===== src/rtl/dread_pkg.sv =====
package dread_pkg;

    // Frame phases of the responder.
    typedef enum logic [2:0] {
        PH_CMD   = 3'd0,
        PH_ADDR  = 3'd1,
        PH_DUMMY = 3'd2,
        PH_DATA  = 3'd3,
        PH_SKIP  = 3'd4
    } phase_e;

    localparam int ADDR_BITS   = 24;
    localparam int OPCODE_BITS = 8;

endpackage


===== src/rtl/dread_pin_sync.sv =====
module dread_pin_sync #(
    parameter int   STAGES  = 2,
    parameter logic RST_VAL = 1'b0
) (
    input  logic clk,
    input  logic rst_n,
    input  logic d,
    output logic q
);
    logic [STAGES-1:0] ff_d, ff_q;

    always_comb begin
        ff_d = {ff_q[STAGES-2:0], d};
    end

    always_ff @(posedge clk or negedge rst_n) begin
        if (!rst_n) ff_q <= {STAGES{RST_VAL}};
        else        ff_q <= ff_d;
    end

    assign q = ff_q[STAGES-1];
endmodule


===== src/rtl/dread_byte_mem.sv =====
module dread_byte_mem #(
    parameter int AW = 8
) (
    input  logic          clk,
    input  logic          wr_en,
    input  logic [AW-1:0] wr_addr,
    input  logic [7:0]    wr_data,
    input  logic [AW-1:0] rd_addr,
    output logic [7:0]    rd_data
);
    localparam int DEPTH = 1 << AW;

    logic [7:0] cells [DEPTH];

    // Synchronous write and registered read; one cycle of read latency.
    always_ff @(posedge clk) begin
        if (wr_en) cells[wr_addr] <= wr_data;
        rd_data <= cells[rd_addr];
    end
endmodule


===== src/rtl/dread_responder.sv =====
module dread_responder
    import dread_pkg::*;
#(
    parameter int          MEM_AW       = 8,
    parameter int          DUMMY_CYCLES = 8,
    parameter int          SYNC_STAGES  = 2,
    parameter logic [7:0]  READ_OPCODE  = 8'h3B
) (
    input  logic              clk,
    input  logic              rst_n,
    input  logic              cs_n,
    input  logic              sclk,
    input  logic              sio0_in,
    input  logic              busy,
    input  logic              ld_en,
    input  logic [MEM_AW-1:0] ld_addr,
    input  logic [7:0]        ld_data,
    output logic              sio0_out,
    output logic              sio0_oe,
    output logic              sio1_out,
    output logic              sio1_oe
);
    // Counter must hold the longest phase length minus one.
    localparam int CNT_MAX0   = (ADDR_BITS > OPCODE_BITS) ? ADDR_BITS : OPCODE_BITS;
    localparam int CNT_MAX    = (DUMMY_CYCLES > CNT_MAX0) ? DUMMY_CYCLES : CNT_MAX0;
    localparam int CNT_W      = $clog2(CNT_MAX);
    localparam int DUMMY_LAST = (DUMMY_CYCLES > 0) ? DUMMY_CYCLES - 1 : 0;
    localparam phase_e AFTER_ADDR = (DUMMY_CYCLES == 0) ? PH_DATA : PH_DUMMY;
    localparam int NPINS = 3;
    // Reset values of the synchronised pins: cs_n idles high, others low.
    localparam logic [NPINS-1:0] PIN_RST = 3'b001;

    typedef struct packed {
        phase_e            phase;
        logic [CNT_W-1:0]  cnt;
        logic [7:0]        opc;
        logic [MEM_AW-1:0] addr;
        logic [7:0]        sh;
        logic [1:0]        pair;
        logic [1:0]        dout;
        logic              oe;
        logic              sclk_prev;
    } state_t;

    localparam state_t ST_RESET = '{
        phase:     PH_CMD,
        cnt:       '0,
        opc:       '0,
        addr:      '0,
        sh:        '0,
        pair:      '0,
        dout:      '0,
        oe:        1'b0,
        sclk_prev: 1'b0
    };

    state_t st_d, st_q;

    // ---------------------------------------------------------------
    // Pin synchronisers: bit 0 cs_n, bit 1 sclk, bit 2 sio0.
    // ---------------------------------------------------------------
    logic [NPINS-1:0] pins_raw, pins_s;
    assign pins_raw = {sio0_in, sclk, cs_n};

    for (genvar g = 0; g < NPINS; g++) begin : g_sync
        dread_pin_sync #(
            .STAGES  (SYNC_STAGES),
            .RST_VAL (PIN_RST[g])
        ) u_sync (
            .clk   (clk),
            .rst_n (rst_n),
            .d     (pins_raw[g]),
            .q     (pins_s[g])
        );
    end

    logic cs_s, sclk_s, sio0_s;
    assign cs_s   = pins_s[0];
    assign sclk_s = pins_s[1];
    assign sio0_s = pins_s[2];

    logic sclk_rise, sclk_fall;
    assign sclk_rise = sclk_s & ~st_q.sclk_prev;
    assign sclk_fall = ~sclk_s & st_q.sclk_prev;

    // ---------------------------------------------------------------
    // Byte array; read port always follows the current byte address.
    // ---------------------------------------------------------------
    logic [7:0] rd_data;

    dread_byte_mem #(.AW(MEM_AW)) u_mem (
        .clk     (clk),
        .wr_en   (ld_en),
        .wr_addr (ld_addr),
        .wr_data (ld_data),
        .rd_addr (st_q.addr),
        .rd_data (rd_data)
    );

    // ---------------------------------------------------------------
    // Next-state logic.
    // ---------------------------------------------------------------
    logic [7:0] opc_full;
    assign opc_full = {st_q.opc[6:0], sio0_s};

    always_comb begin
        st_d           = st_q;
        st_d.sclk_prev = sclk_s;

        if (cs_s) begin
            // Deselected: every frame restarts from the opcode.
            st_d.phase = PH_CMD;
            st_d.cnt   = '0;
            st_d.pair  = '0;
            st_d.oe    = 1'b0;
        end else begin
            unique case (st_q.phase)
                PH_CMD: begin
                    if (sclk_rise) begin
                        st_d.opc = opc_full;
                        if (st_q.cnt == CNT_W'(OPCODE_BITS - 1)) begin
                            st_d.cnt   = '0;
                            st_d.phase = (opc_full == READ_OPCODE && !busy)
                                         ? PH_ADDR : PH_SKIP;
                        end else begin
                            st_d.cnt = st_q.cnt + 1'b1;
                        end
                    end
                end
                PH_ADDR: begin
                    if (sclk_rise) begin
                        // Shifting keeps only the low MEM_AW address bits.
                        st_d.addr = MEM_AW'({st_q.addr, sio0_s});
                        if (st_q.cnt == CNT_W'(ADDR_BITS - 1)) begin
                            st_d.cnt   = '0;
                            st_d.phase = AFTER_ADDR;
                        end else begin
                            st_d.cnt = st_q.cnt + 1'b1;
                        end
                    end
                end
                PH_DUMMY: begin
                    if (sclk_rise) begin
                        if (st_q.cnt == CNT_W'(DUMMY_LAST)) begin
                            st_d.cnt   = '0;
                            st_d.phase = PH_DATA;
                        end else begin
                            st_d.cnt = st_q.cnt + 1'b1;
                        end
                    end
                end
                PH_DATA: begin
                    if (sclk_fall) begin
                        st_d.oe   = 1'b1;
                        st_d.pair = st_q.pair + 1'b1;
                        if (st_q.pair == 2'd0) begin
                            // Start of a byte: take the prefetched value and
                            // move the read port on to the next address.
                            st_d.dout = rd_data[7:6];
                            st_d.sh   = {rd_data[5:0], 2'b00};
                            st_d.addr = st_q.addr + 1'b1;
                        end else begin
                            st_d.dout = st_q.sh[7:6];
                            st_d.sh   = {st_q.sh[5:0], 2'b00};
                        end
                    end
                end
                default: begin
                    // PH_SKIP: wait for chip select to rise.
                end
            endcase
        end
    end

    always_ff @(posedge clk or negedge rst_n) begin
        if (!rst_n) st_q <= ST_RESET;
        else        st_q <= st_d;
    end

    // Output enables drop with the raw chip select, without sync delay.
    assign sio1_out = st_q.dout[1];
    assign sio0_out = st_q.dout[0];
    assign sio1_oe  = st_q.oe & ~cs_n;
    assign sio0_oe  = st_q.oe & ~cs_n;

    // Views for the bound checker.
    phase_e     cur_phase;
    logic [1:0] cur_pair;
    assign cur_phase = st_q.phase;
    assign cur_pair  = st_q.pair;
endmodule


===== config.mk =====
export PLATFORM = sky130hd
export DESIGN_NAME = dread_responder
export DESIGN_NICKNAME = d
export VERILOG_FILES = /design/src/rtl/dread_pkg.sv /design/src/rtl/dread_pin_sync.sv /design/src/rtl/dread_byte_mem.sv /design/src/rtl/dread_responder.sv
export SDC_FILE = /design/constraint.sdc
export NUM_CORES = 2
export LEC_CHECK = 0
export BUFFER_PORTS_ARGS = -buffer_cell sky130_fd_sc_hd__buf_2
export CAP_MARGIN = 15
export CORE_ASPECT_RATIO = 0.7
export CORE_UTILIZATION = 64
export CTS_CLUSTER_DIAMETER = 80
export DETAILED_ROUTE_END_ITERATION = 7
export PLACE_DENSITY = 0.8
export SYNTH_ARGS = -nofsm -noshare
export SYNTH_HDL_FRONTEND = slang
export SYNTH_HIERARCHICAL = 1
export SYNTH_SLANG_ARGS = --single-unit

===== constraint.sdc =====
create_clock -name clk -period 4.6 [get_ports clk]
set_clock_uncertainty 0.05 [all_clocks]
set_input_delay 0.46 -clock clk [delete_from_list [all_inputs] [get_ports clk]]
set_output_delay 0.46 -clock clk [all_outputs]
set_load 0.02 [all_outputs]

* Yosys cells after proc, flatten, opt, wreduce, memory -nomap -nowiden
Memory sizes are Yosys's and may differ from the RTL's. A register that Yosys moved wholly into a read port is not among the register bits. Cells that the tools add are included.
Word-level totals: register bits after elaboration 44, memory bits (writable) 2048, input bits 23, output and inout port bits 4, logic and storage cells 74, memories kept 1
Cells by class: add/subtract/negate cells 3, equality and inequality tests 15, multiplexer cells 22, bitwise logic cells 7, reduce and logical (&&, ||, !) cells 14
Memory list:
- u_mem.cells | words 256, width 8, rd ports 1, clocked after Yosys merged registers in 1, write ports 1, RTL line dread_byte_mem.sv:13 | logic [7:0] cells [DEPTH];
Operator list (number):
- 8-bit two-way mux | 6
- 8-bit one-hot mux with 3 select lines | 1
- 21-bit two-way mux | 1
- 3-bit by 2-bit inequality test with 1-bit output, second input constant | 6
- 16-bit two-way mux | 1
- 8-bit one-hot mux with 2 select lines | 1
- 5-bit two-way mux | 3
- 3-bit two-way mux | 4
- 8-bit by 1-bit adder with 8-bit output, second input constant | 1
- 8-bit by 6-bit == test with 1-bit output, second input constant | 1
- 7-bit AND reduction | 1
- 3-bit by 2-bit == test with 1-bit output, second input constant | 2
- 2-bit inequality test, second input constant | 3
- 3-bit AND reduction | 2
- 2-bit nonzero test | 3
- 5-bit by 1-bit adder with 5-bit output, second input constant | 1
- 5-bit by 3-bit == test with 1-bit output, second input constant | 1
- 5-bit == test, second input constant | 1
- 5-bit AND reduction | 1
- 2-bit two-way mux | 2
- 1-bit NOT | 4
- 4-bit AND reduction | 1
- 4-bit nonzero test | 1
- 1-bit bitwise AND | 3
- 8 further kinds | 10

* Longest topological paths before layout
depth in word-level cells 7, depth in mapped cells 11

* Modules after synthesis
Netlist, hierarchy kept.
Modules (own cells, without submodules):
- dread_byte_mem | times used 1, cells each 3733, area an instance 79556.3 sq um, sequential area each 61659.1 sq um
- dread_responder | times used 1, cells each 197, area an instance 1908.1 sq um, sequential area each 875.8 sq um
- dread_pin_sync (g_sync[1].u_sync ...) | times used 2, cells each 2, area an instance 50.0 sq um, sequential area each 50.0 sq um
- dread_pin_sync (g_sync[0].u_sync) | times used 1, cells each 2, area an instance 52.6 sq um, sequential area each 52.6 sq um

* Worst setup path after synthesis
No wires, ideal clock.
path type register to register, start point register st_q[14] (netlist name), end point register u_mem.rd_data[2], read port of u_mem.cells, arrival time 2.277 ns, data required time 4.419 ns, slack 2.142 ns, stages on the path, launching flop included 10, period minus slack after synthesis 2.458 ns, path through dfrtp_1 buf_6 buf_12 buf_8 buf_2 mux4_2 a22oi_1 a21oi_1 nor4_1 nor4_2
RTL lines:
- start, declared | RTL line dread_responder.sv:57 | state_t st_d, st_q;
- start signal, assigned | RTL line dread_responder.sv:177 | else st_q <= st_d;
- end, declared | RTL line dread_byte_mem.sv:9 | output logic [7:0] rd_data

==> impl_metrics.yaml <==
floorplanning:
  die_h_um: 301
  die_w_um: 429
  rows: 109
  io_pins: 27
  dieArea_um2: 129000
  start_util: 0.646
  core_area_um2: 126000
critical_path:
  critPathLaunch: "st_q[14]$_DFFE_PN0P_"
  critPathKind: "reg2reg"
  endpoint_kind: "register"
  required_ns: 5.20
  start_kind: "register"
  worst_ep_arrival_time_ns: 4.80
  r2r_start: "st_q[14]$_DFFE_PN0P_"
  cp_max_fo: 26
synthesis:
  syn-num-nets: 3962
  netlist_instances: 3936
  ys_seq_elements: 2097
  synthesis.area_um2: 81600
  async_reset_ff_frac: 0.0196
  ys_types: 77
  synthFlopType: "edfxtp_1"
  yosysSeqAreaShare: 0.768
  yosysWarnings: 6
  synth_edf_count: 2048
  synth_area_per_cell_um2: 20.7
power:
  pwr-share-clk: 0.399
  leakage_nw: 26.9
  internal_power_mw: 29.6
  peakVddDrop_mv: 0.434
  total_power_mw: 37.3
  sequentialPowerShare: 0.565
  power-per-cell-area_nw_per_um2: 417
  p_switching_mw: 7.70
  swShare: 0.207
  pwr-share-comb: 0.036
cts:
  clk_pin_slew_ns: 0.07
  clk_latency_ns: 0.83
  cts_root_buf: "clkbuf_16"
  cts.sinks: 2097
  cts.htree.levels: 4
  ctsLongestPathBuffers: 3
  cts_tree: "done"
  numCtsBuffers: 176
place:
  numPortBuffers: 26
  place_inst: 5530
  postPlaceCellArea_um2: 83800
  gp_congestion: 0.905
  dp_hpwl_um: 121000
  dp_slack_ns: 0.571
sta:
  setup_viol: 0
  finalCriticalPeriod_ns: 4.20
  period_share: 0.913
  slew_viol_final: 0
  slew_headroom: 0.148
  fmax_mhz: 238
  rsz0062_at_grt: "false"
  worst_slew_pin_slew_ns: 1.27
  worst_slack_ns: 0.401
  hold_violations: 0
  tns_ns: 0
final_layout:
  final_nets: 4077
  final_common_cell: "edfxtp_1"
  final_area_um2: 89500
  fin_cells: 5878
  drive_gt1_frac: 0.218
  area_growth_pct: 9.69
  final_cell_mix: "edfxtp_1 (2048), mux4_2 (454), nor2_1 (299)"
  nFillCells: 6942
global_route:
  grt_pass1_wl_um: 298000
  gr-usage-all-layers: 0.328
  grt_max_degree: 157
  overflow: 0
  grt_pass1_vias: 41600
  antenna_found_initial: 10
drt:
  via_count: 43600
  ant_nets: 0
  routed_wl_um: 210000
  viasPerCell: 7.42
  drc: 0
  first_pass_iters: 8
  first_iter_violations: 7506
  wl_per_cell_um: 35.8
flow_run:
  cap_violations: 0
min_path:
  hp-class: "in2async"
status:
  outcome: "complete, no violations"
-- flip-flops by register name, summed over array words and instances, names as in the netlist, 2 cells and up --
signal and cells:
g_sync.u_sync/ff_q 6, u_mem/cells 2048, u_mem/rd_data 8, st_q 21, opc_full 7, cur_phase 3
cur_pair 2
-- power by group through the flow --
| stage | sequential (mW) | combinational [mW] | clock (mW) |
|---|---|---|---|
| floorplan | 21.5 | 0.703 | 0 |
| global placement | 21.5 | 1.24 | 0 |
| detailed placement | 21.5 | 1.29 | 0 |
| CTS | 21.1 | 1.31 | 14.9 |
| global route | 21.1 | 1.38 | 15.6 |
| finish | 21.1 | 1.34 | 14.9 |
-- repair_timing --
item | CTS | global route
hold endpoints to repair | 43 | 0
buffers inserted | 0 | 0
gates resized for setup | 0 | 0
hold buffers | 5 | 0
-- worst max-delay path: stages (launching register included) --
cell and delay [ns]:
dfrtp_4 0.95, buf_12 0.33, buf_4 0.27, mux4_2 0.51, a22oi_1 0.45, a21oi_1 0.25
nor4_1 1.06, nor4_1 0.09
-- per-stage QoR --
stage / hold slack (ns) / util
2_1_floorplan: 0.114 / -
3_3_place_gp: 0.286 / 0.663
3_5_place_dp: 0.298 / 0.663
4_1_cts: 0.235 / 0.708
5_1_grt: 0.233 / 0.708
6_report: 0.178 / 0.708
-- per-layer routing --
metal | GRT usage | part of all wire | up-vias
met3 | 0.0934 | 0.15 | 587
met5 | 0 | 0.00040 | -
met4 | 0.132 | 0.042 | 6
li1 | - | - | 16600
met1 | 0.477 | 0.35 | 22400
met2 | 0.478 | 0.45 | 3967
-- cells in the mapped netlist, types with 32 or more instances --
library cell  number  area share
nor2_1           302       0.014
clkbuf_1         112      0.0052
mux4_2           454        0.13
a22oi_1          134       0.012
mux2i_1          142       0.017
o221ai_1          48      0.0052
dfrtp_1           39       0.012
buf_2             36      0.0022
edfxtp_1        2048        0.75
nor2b_1           32      0.0025
a21oi_1          111      0.0068
nand3_1           41      0.0025
nand2_1           50      0.0023
-- final timing paths --
check,to,slack [ns],cells after the start
setup / recovery,u_mem/rd_data[7]$_DFF_P_,0.40,7
setup reg to reg,u_mem/rd_data[7]$_DFF_P_,0.40,7
min in group clk,u_mem/cells[6][7]$_DFFE_PP_,0.19,1
hold / removal,st_q[1]$_DFFE_PN0P_,0.18,2
max in group asynchronous,st_q[15]$_DFFE_PN0P_,3.75,3
hold reg to reg,g_sync[0].u_sync/ff_q[1]$_DFF_PN1_,0.30,0
-- cell families (layout without fill, tap and decap cells) --
family                     count (synthesis)  in the layout  share of synthesized area
DFF                                     2097           2097                      0.768
muxes                                    606            606                      0.144
and+or+nand+nor                          538            538                     0.0304
AOI/OAI and AO/OA                        436            436                     0.0374
buffers and inverters                    253            517                     0.0189
adders and majority gates                  3              3                   0.000460
xor gates and xnor gates                   3              3                   0.000322
other                                      0             13                          0
-- cell type report --
class                      instances  area (um2)  area share
clock inverter                    98         870     0.00971
clock buffer                     229        4730      0.0528
timing repair buffer             180        1640      0.0183
inverter                          10        37.5    0.000419
sequential                      2097       62700       0.700
tap                             1665        2080      0.0233
antenna                           13        32.5    0.000363
multi-input combinational       1586       17400       0.195
Power figures use the tool's default switching activity.
